==> src/rtl/link_status_reg.sv <==
module link_status_reg #(
  parameter bit DLA_CAP  = 1'b1,
  parameter bit SLOT_CLK = 1'b1
) (
  input  logic        clk,
  input  logic        rst_n,
  input  logic        rd_en,
  input  logic        wr_en,
  input  logic [15:0] wr_data,
  output logic [15:0] rd_data,
  input  logic        train_cfg_rec,
  input  logic        retrain_req,
  input  logic        bw_chg,
  input  logic        bw_auto,
  input  logic        link_down,
  input  logic        dl_active,
  input  logic [3:0]  link_speed
);
  localparam int ZERO_W = 7;

  logic       auto_q, recov_q, pend_q, wait_q, cfg_prev_q;
  logic [3:0] spd_q;

  wire up       = !link_down;
  wire done     = pend_q & cfg_prev_q & !train_cfg_rec & up;
  wire auto_set = up & bw_chg & bw_auto;
  wire recov_set = up & ((bw_chg & !bw_auto) | done);
  wire clr_auto  = wr_en & wr_data[15];
  wire clr_recov = wr_en & wr_data[14];

  wire [15:0] value = {auto_q, recov_q, dl_active & DLA_CAP, SLOT_CLK,
                       train_cfg_rec | wait_q, {ZERO_W{1'b0}}, spd_q};

  assign rd_data = rd_en ? value : 16'h0000;

  always_ff @(posedge clk) begin
    if (!rst_n) begin
      auto_q     <= 1'b0;
      recov_q    <= 1'b0;
      pend_q     <= 1'b0;
      wait_q     <= 1'b0;
      cfg_prev_q <= 1'b0;
      spd_q      <= 4'd1;
    end else begin
      auto_q     <= auto_set  | (auto_q  & !clr_auto);
      recov_q    <= recov_set | (recov_q & !clr_recov);
      cfg_prev_q <= train_cfg_rec;
      spd_q      <= link_speed;
      if (!up)              pend_q <= 1'b0;
      else if (retrain_req) pend_q <= 1'b1;
      else if (done)        pend_q <= 1'b0;
      if (!up)                wait_q <= 1'b0;
      else if (retrain_req)   wait_q <= 1'b1;
      else if (train_cfg_rec) wait_q <= 1'b0;
    end
  end

  a_r2_auto_sets: assert property (@(posedge clk) disable iff (!rst_n)
    bw_chg && bw_auto && !link_down |=> auto_q);
  a_r3_unmarked_sets: assert property (@(posedge clk) disable iff (!rst_n)
    bw_chg && !bw_auto && !link_down |=> recov_q);
  a_r4_retrain_done: assert property (@(posedge clk) disable iff (!rst_n)
    pend_q && $fell(train_cfg_rec) && !link_down |=> recov_q);
  a_r5_down_keeps_auto: assert property (@(posedge clk) disable iff (!rst_n)
    link_down && !auto_q |=> !auto_q);
  a_r5_down_keeps_recov: assert property (@(posedge clk) disable iff (!rst_n)
    link_down && !recov_q |=> !recov_q);
  a_r6_clear_auto: assert property (@(posedge clk) disable iff (!rst_n)
    wr_en && wr_data[15] && !bw_chg |=> !auto_q);
  a_r9_req_trains: assert property (@(posedge clk) disable iff (!rst_n)
    retrain_req && !link_down |=> value[11]);
  a_r11_idle_read: assert property (@(posedge clk) disable iff (!rst_n)
    !rd_en |-> rd_data == 16'h0000);
endmodule

==> config.mk <==
export PLATFORM = sky130hd
export DESIGN_NAME = link_status_reg
export DESIGN_NICKNAME = d
export VERILOG_FILES = /design/src/rtl/link_status_reg.sv
export SDC_FILE = /design/constraint.sdc
export NUM_CORES = 1
export LEC_CHECK = 0
export ABC_AREA = 1
export BUFFER_PORTS_ARGS = -buffer_cell sky130_fd_sc_hd__clkbuf_2
export CAP_MARGIN = 20
export CORE_MARGIN = 2
export CORE_UTILIZATION = 33
export CTS_CLUSTER_DIAMETER = 120
export DETAILED_ROUTE_END_ITERATION = 10
export GPL_ROUTABILITY_DRIVEN = 0
export GPL_TIMING_DRIVEN = 1
export PLACE_DENSITY_LB_ADDON = 0.08
export SLEW_MARGIN = 20
export SYNTH_ARGS = -nofsm -noshare
export SYNTH_HDL_FRONTEND = slang
export SYNTH_SLANG_ARGS = --single-unit
==> constraint.sdc <==
create_clock -name clk -period 0.8 [get_ports clk]
set_input_delay 0.12 -clock clk [delete_from_list [all_inputs] [get_ports clk]]
set_output_delay 0.12 -clock clk [all_outputs]
set_load 0.02 [all_outputs]
==> run metrics, run 1 <==
status finished, violations left; failing checks negative setup slack; Cell variety after synth 12; # rows 13; WL per Instance 7.14 microns; r2r worst-path depth 6; router iterations before antenna repair 5; CTS max path bufs 2; uppermost layer routed met4; Compound-Gate Fraction of Synth Area 5.08%; Core Box Area 0.00127 sq mm; Final Hold Viols 0; Peak VDD IR 0.000670 V; max-slew violations 0; hold slack final 35.3 ps; antenna fix cells 0; die area 0.00165 sq mm; YS warnings 0; H-tree levels 1; routed wl met2 318 microns; Comb pwr share 19.4%; area of the mapped netlist 443 sq um; Sw Share 27.2%; Cells after DPL between 100 and 150; synth top area cells dfxtp_1 41%, nand2_1 18%, inv_1 14%; largest family of logic cells by synthesized area buffers and inverters; first-pass GRT wire length between 1000 and 1500 microns; nets around 120; I/O Buffers 24; Worst R2R End recov_q$_SDFF_PN0_; register area share after synthesis about two fifths; pre-CTS WS 68.7 ps; final core utilization between 50% and 60%; MaxCap Viol Count 0; FF-to-FF setup slack ~80 ps; Synth area leader dfxtp_1; Psw 0.000280 W; highest-count cells in the layout ignoring fill and taps 21 x nand2_1, 17 x clkbuf_2, 16 x inv_1; met3 routed WL 77 microns; antenna violations before repair 0; Hold-fix buffers, CTS 0; reg-to-reg critical path startpoint pend_q$_SDFFE_PP0P_; Clock Skew 0.0901 ps; Synth Instances 67; maximum fanout along the worst path 2; clock root buffer clkbuf_4; DPL Wire Length 597 microns; FF+latch count, synth 9; DR iter-0 viols 8; Leakage Power 0.419 nW; post-synth top area share between 40% and 50%; via count 413; Hold Path End spd_q[0]$_SDFF_PN1_; Clk Latency, worst-skew pair around 260 ps; commonest non-fill, non-tap cell in the layout nand2_1; post-route ant nets 0; WL final 764 microns; startpoint types flip-flop; PwrDens between 1500 and 2000 mW/mm^2; starting density of the core 34.9%; mux cell area share after synthesis 0%; Crit path arrival time 890 ps; # IOs 46; Avg Cell Area, Syn 6.61 sq um; ratio of cells with drive above 1 in the final layout 37.0%; postcts setup bufs 0; largest net degree at the start of global routing 10; CTS tree yes; clock sinks 9; RSZ-0062 raised after global routing true; required time of the critical path 680 ps; Num CTS Buffers 3; post-synthesis adder-cell area fraction 0%; post-route DRC violation count 0; # setup viols final 7; WS Path Type flip-flop to primary output; grt ovf 0; vias in the first global route roughly 280; Clock Power Share 34.0%; Area Growth Syn to Fin 43.2%; worst hold stages 2; maximum clock rate between 900 and 1000 MHz; Hold/Removal Path Class input pin to flip-flop; Vias/cell slightly below 4; Int Power between 0.0007 and 0.0008 W; WL met1 347 microns; xor/xnor share of the synthesized area 0%; chip width just over 40 microns; min-delay src link_speed[0]; Tmin final between 1000 and 1500 ps; clk slew on worst S/H paths approximately 60 ps; die height approximately 40 microns; Cell Count, Final, Fillers Out approximately 110; period utilisation layout 126%; simple logic cell fraction of the synthesized area 23.4%; Seq pwr share 46.6%; CP endpoint kind primary output; final worst slack -209 ps; Total GRT Usage 10.7%
cell type report:
cell class              count  area (sq um)
well taps                  15          18.8
flip-flops and latches      9           186
fillers                   130           634
inverters                  18          67.6
repair buffers             24           183
multi-input cells          37           153
clock buffers               4          26.3
how the worst max path moves through the flow:
| stage | startpoint | endpoint | slack (ps) | cells past startpoint |
|---|---|---|---|---|
| after floorplan | pend_q$_SDFFE_PP0P_ | recov_q$_SDFF_PN0_ | 140 | 6 |
| after global placement | rd_en | rd_data[11] | 70 | 3 |
| after detailed placement | rd_en | rd_data[11] | 70 | 3 |
| after CTS | wait_q$_SDFFE_PP0P_ | rd_data[11] | -210 | 2 |
| after global routing | wait_q$_SDFFE_PP0P_ | rd_data[11] | -250 | 2 |
| final | wait_q$_SDFFE_PP0P_ | rd_data[11] | -210 | 2 |
cells in the mapped netlist, drive strengths merged:
master / n
o21a: 1
buf: 9
dfxtp: 9
inv: 18
nand2: 21
nand3: 3
or2: 1
conb: 1
nor2: 1
a21oi: 3
power by group through the flow:
stage,logic (W),clock network (W),registers [W]
2_1_floorplan,0.000137,0,0.000487
3_3_place_gp,0.000173,0,0.000488
3_5_place_dp,0.000174,0,0.000488
4_1_cts,0.000199,0.000367,0.000480
5_1_grt,0.000227,0.000389,0.000482
6_report,0.000200,0.000350,0.000481
worst max-delay path: stages, from the launching register on:
cell	delay [ps]
dfxtp_2	320
o21a_1	170
clkbuf_8	150
state kept, by name, indices dropped and copies added (netlist names):
signal      cells
wait_q          1
auto_q          1
spd_q           4
pend_q          1
cfg_prev_q      1
recov_q         1
kinds of logic after synthesis:
logic type,after synthesis
DFF,9
other,1
buffers and inverters,27
and+or+nand+nor,26
AOI/OAI and AO/OA,4
timing repair:
| item | 4_1_cts | 5_1_grt |
|---|---|---|
| gates resized for setup | 17 | 4 |
| pin swaps | 1 | 1 |
| gates cloned | 0 | 0 |
| endpoints found under the setup margin | 7 | 8 |
per-layer routing:
layer	vias up	GRT usage, %
met1	162	14.2
met3	4	3.26
met5	-	0
met4	0	10.0
li1	224	-
met2	23	13.1
stage by stage:
| stage | area, sq um | TNS, ps | power, W |
|---|---|---|---|
| 3_3_place_gp | 539 | 0 | 0.000661 |
| 2_1_floorplan | 465 | 0 | 0.000624 |
| 3_5_place_dp | 539 | 0 | 0.000663 |
| 5_1_grt | 634 | -1300 | 0.00110 |
| 4_1_cts | 631 | -1060 | 0.00105 |
| 6_report | 634 | -970 | 0.00103 |
Power figures use the tool's default switching activity.
==> inputs of run 2 (changes only) <==
--- a/config.mk
+++ b/config.mk
@@ -15,6 +15,7 @@
 export GPL_ROUTABILITY_DRIVEN = 0
 export GPL_TIMING_DRIVEN = 1
 export PLACE_DENSITY_LB_ADDON = 0.08
+export SKIP_CTS_REPAIR_TIMING = 1
 export SLEW_MARGIN = 20
 export SYNTH_ARGS = -nofsm -noshare
 export SYNTH_HDL_FRONTEND = slang
==> run 2 against run 1 <==
Effect of this change:
- sequential cell count did not move
- highest routed layer unchanged
- count of clock-buffer cells in the layout is the same
- non-clock buffer count unchanged
- die area unchanged
- combinational power fell by 3%
- the flow still finishes with violations (negative setup slack)
- sequential power about the same
- via count up 0.48%
==> run metrics, run 2 (synthesis results as in run 1) <==
period utilisation layout 124%; CP top delay family flip-flops; min-delay src link_speed[0]; RSZ-0062 raised after global routing true; clock root buffer clkbuf_4; highest-count cells in the layout ignoring fill and taps 21 x nand2_1, 17 x clkbuf_2, 16 x inv_1; Area Growth Syn to Fin 39.0%; MaxCap Viol Count 0; Hold/Removal Path Class input pin to flip-flop; die area about 0.0017 sq mm; status finished, violations left; CP endpoint kind primary output; post-route DRC violation count 0; Leakage Power ~0.41 nW; CP Buf/Inv Count 1; clk slew on worst S/H paths 60 ps; # rows 13; startpoint types flip-flop; DR iter-0 viols 12; max-slew violations 0; Hold Path End spd_q[0]$_SDFF_PN1_; Slowest cell on crit path dfxtp_2; Power, Total 0.00103 W; maximum fanout along the worst path 2; vias in the first global route 260; Worst R2R End recov_q$_SDFF_PN0_; post-route ant nets 0; PwrDens 1670 mW/mm^2; Peak VDD IR 0.000670 V; Vias/cell about 3.9; Core Box Area around 0.0013 sq mm; reg-to-reg critical path startpoint pend_q$_SDFFE_PP0P_; Num CTS Buffers 3; FF-to-FF setup slack 80 ps; router iterations before antenna repair 5; DPL Wire Length 597 microns; critical path cell sequence o21a_1 > buf_6; antenna fix cells 0; commonest non-fill, non-tap cell in the layout nand2_1; via count 415; WS Path Type flip-flop to primary output; CTS max path bufs 2; required time of the critical path ~680 ps; Tmin final roughly 990 ps; Total GRT Usage about a tenth; clock sinks 9; WL final 757 microns; final worst slack -190 ps; starting density of the core 34.9%; Crit path arrival time 870 ps; Cells after DPL 103; die height 40.6 microns; largest net degree at the start of global routing 10; ratio of cells with drive above 1 in the final layout 37.0%; Cell Count, Final, Fillers Out 107; Clock Skew 0.112 ps; chip width slightly above 40 microns; Largest Register spd_q; Final Hold Viols 0; failing checks negative setup slack; nets around 120; CP max stage delay 320 ps; CTS tree yes; antenna violations before repair 0; # setup viols final 7; Clk Latency, worst-skew pair 260 ps; worst hold stages 2; first-pass GRT wire length 1040 microns; maximum clock rate 1010 MHz; number of flip-flops in the largest register 4; grt ovf 0; pre-CTS WS 68.7 ps; I/O Buffers 24; r2r worst-path depth 6; # IOs 46; H-tree levels 1; WL per Instance 7.07 microns
## run 2: through the flow
step / utilization, % / hold WS [ps] / area, sq um / TNS [ps]
finish: 48.5 / 34.7 / 616 / -845
global placement: 42.5 / 301 / 539 / 0
global route: 48.5 / 27.8 / 616 / -1170
floorplan: - / 213 / 465 / 0
CTS: 44.6 / 30.0 / 566 / -1140
detailed placement: 42.5 / 303 / 539 / 0
## run 2: power breakdown
group          switching (W)  internal, W  total [W]
sequential        0.00000714     0.000473   0.000481
combinational       0.000115    0.0000799   0.000195
clock               0.000159     0.000192   0.000351
## run 2: cell type report
cell class	instances	area (sq um)
clock buffers	4	26.3
fillers	132	653
inverters	18	67.6
multi-input cells	37	153
flip-flops and latches	9	186
well taps	15	18.8
repair buffers	24	164
## run 2: worst reg2reg max path: stages (launching register included)
cell     delay [ps]
dfxtp_1         310
nand2_1          60
inv_1            30
nand2_1          70
nand3_1          70
nand2_1          60
inv_1            30
## run 2: how the worst max path moves through the flow
stage	startpoint	to	slack (ps)	depth (start not counted)
global placement	rd_en	rd_data[11]	70	3
CTS	wait_q$_SDFFE_PP0P_	rd_data[11]	-220	2
global route	wait_q$_SDFFE_PP0P_	rd_data[11]	-230	2
detailed placement	rd_en	rd_data[11]	70	3
floorplan	pend_q$_SDFFE_PP0P_	recov_q$_SDFF_PN0_	140	6
finish	wait_q$_SDFFE_PP0P_	rd_data[11]	-190	2
## run 2: metal layers
metal	share of wire (%)	vias to the layer above	GRT usage, %
li1	-	224	-
met1	44	164	13.9
met2	42	23	11.9
met3	11	4	3.26
met4	2.8	0	10.0
met5	0	-	0
==> inputs of run 3 (changes only) <==
--- a/config.mk
+++ b/config.mk
@@ -9,7 +9,7 @@
 export BUFFER_PORTS_ARGS = -buffer_cell sky130_fd_sc_hd__clkbuf_2
 export CAP_MARGIN = 20
 export CORE_MARGIN = 2
-export CORE_UTILIZATION = 33
+export CORE_UTILIZATION = 28
 export CTS_CLUSTER_DIAMETER = 120
 export DETAILED_ROUTE_END_ITERATION = 10
 export GPL_ROUTABILITY_DRIVEN = 0
==> run 3 against run 2 <==
Effect of this change:
- the run still ends with negative setup slack left
- clock power fell by 3%
- fmax is 0.67% higher
- die area rose by 16%
- clock skew barely moved
- first-iteration DRC count shrank 100%
- global-route usage is 1.1 points lower
- critical path depth unchanged
- final cell count up 1.9%
- sequential share of layout area is 0.42 points lower
- routed wire length grew 4.1%
- largest power group unchanged
- highest routed layer unchanged
==> run metrics, run 3 (synthesis results as in run 1) <==
Crit path arrival time 860 ps; status finished, violations left; chip width ~44 microns; Slowest cell on crit path dfxtp_2; maximum clock rate between 1000 and 1500 MHz; Peak VDD IR 0.000699 V; first-pass GRT wire length 1270 microns; starting density of the core 29.7%; Largest Register spd_q; critical path cell sequence o21a_1 > buf_6; antenna fix cells 0; Cells after DPL 105; Tmin final between 900 and 1000 ps; # IOs 46; clk slew on worst S/H paths 60 ps; Power, Total 0.00102 W; WS Path Type flip-flop to primary output; period utilisation layout 123%; post-route DRC violation count 0; nets 124; DR iter-0 viols 0; clock root buffer clkbuf_4; Core Box Area 0.00149 sq mm; CP max stage delay 320 ps; via count 416; die height between 40 and 50 microns; highest-count cells in the layout ignoring fill and taps 21 x nand2_1, 17 x clkbuf_2, 16 x inv_1; # rows 14; die area 0.00192 sq mm; Hold/Removal Path Class input pin to flip-flop; # setup viols final 7; maximum fanout along the worst path 2; Total GRT Usage a little under a tenth; FF-to-FF setup slack around 90 ps; CTS max path bufs 2; clock sinks 9; required time of the critical path 680 ps; largest net degree at the start of global routing 10; vias in the first global route 324; Clk Latency, worst-skew pair 250 ps; CP top delay family flip-flops; Fillers 166; WL final 788 microns; pre-CTS WS 63.5 ps; final core utilization 41.9%; Final Hold Viols 0; max-slew violations 0; Clock Skew 0.338 ps; RSZ-0062 raised after global routing true; Vias/cell 3.82; number of flip-flops in the largest register 4; WL per Instance between 7 and 8 microns; CP endpoint kind primary output; CTS tree yes; final worst slack -183 ps; failing checks negative setup slack; CP Buf/Inv Count 1; Cell Count, Final, Fillers Out about 110; H-tree levels 1; MaxCap Viol Count 0; startpoint types flip-flop; Num CTS Buffers 3; post-route ant nets 0; router iterations before antenna repair 1; ratio of cells with drive above 1 in the final layout a little under two fifths; commonest non-fill, non-tap cell in the layout nand2_1; Leakage Power 0.417 nW; I/O Buffers 24; PwrDens 1640 mW/mm^2; Area Growth Syn to Fin 41.0%; grt ovf 0; antenna violations before repair 0; DPL Wire Length 649 microns
## run 3: changes by cell type in the layout (fill, tap and decap cells not counted), sizes merged
cell / delta
buf: +1
## run 3: layout make-up
cell class                 count  area (sq um)  share of cell area, %
multi-input combinational     37           153                   24.4
inverter                      18          67.6                   10.8
tap                           16          20.0                   3.21
sequential                     9           186                   29.9
clock buffer                   4          26.3                   4.21
timing repair buffer          25           171                   27.5
## run 3: worst reg2reg max path, delay by kind of cell, from the launching register on
| family | cells | cell delay, ps |
|---|---|---|
| buffers and inverters | 2 | 70 |
| flip-flops | 1 | 310 |
| AND/OR/NAND/NOR | 4 | 240 |
## run 3: stage by stage
step           hold slack (ps)  setup TNS [ps]  instance area (sq um)
6_report                  45.5            -794                    624
3_5_place_dp               304               0                    548
2_1_floorplan              213               0                    465
3_3_place_gp               302               0                    548
4_1_cts                   39.0           -1080                    574
5_1_grt                   47.9           -1130                    624
## run 3: routing by layer
| metal | track usage [%] | vias up | share of wire (%) |
|---|---|---|---|
| met5 | 0 | - | 0 |
| met4 | 7.27 | 0 | 1.0 |
| met3 | 2.50 | 2 | 11 |
| met2 | 11.8 | 22 | 41 |
| met1 | 12.3 | 166 | 48 |
| li1 | - | 226 | - |
## run 3: path summary, 6_finish.rpt
check                                           end                 from  cells after the start
worst max-delay path                    rd_data[11]  wait_q$_SDFFE_PP0P_                      2
worst min-delay path            spd_q[0]$_SDFF_PN1_        link_speed[0]                      2
worst max register to register   recov_q$_SDFF_PN0_  pend_q$_SDFFE_PP0P_                      6
worst min register to register  wait_q$_SDFFE_PP0P_  wait_q$_SDFFE_PP0P_                      2
## run 3: where the power goes
part,total (W),internal [W],switching (W)
logic,0.000200,0.0000831,0.000117
clock network,0.000341,0.000192,0.000150
registers,0.000480,0.000473,0.00000694
total,0.00102,0.000748,0.000274
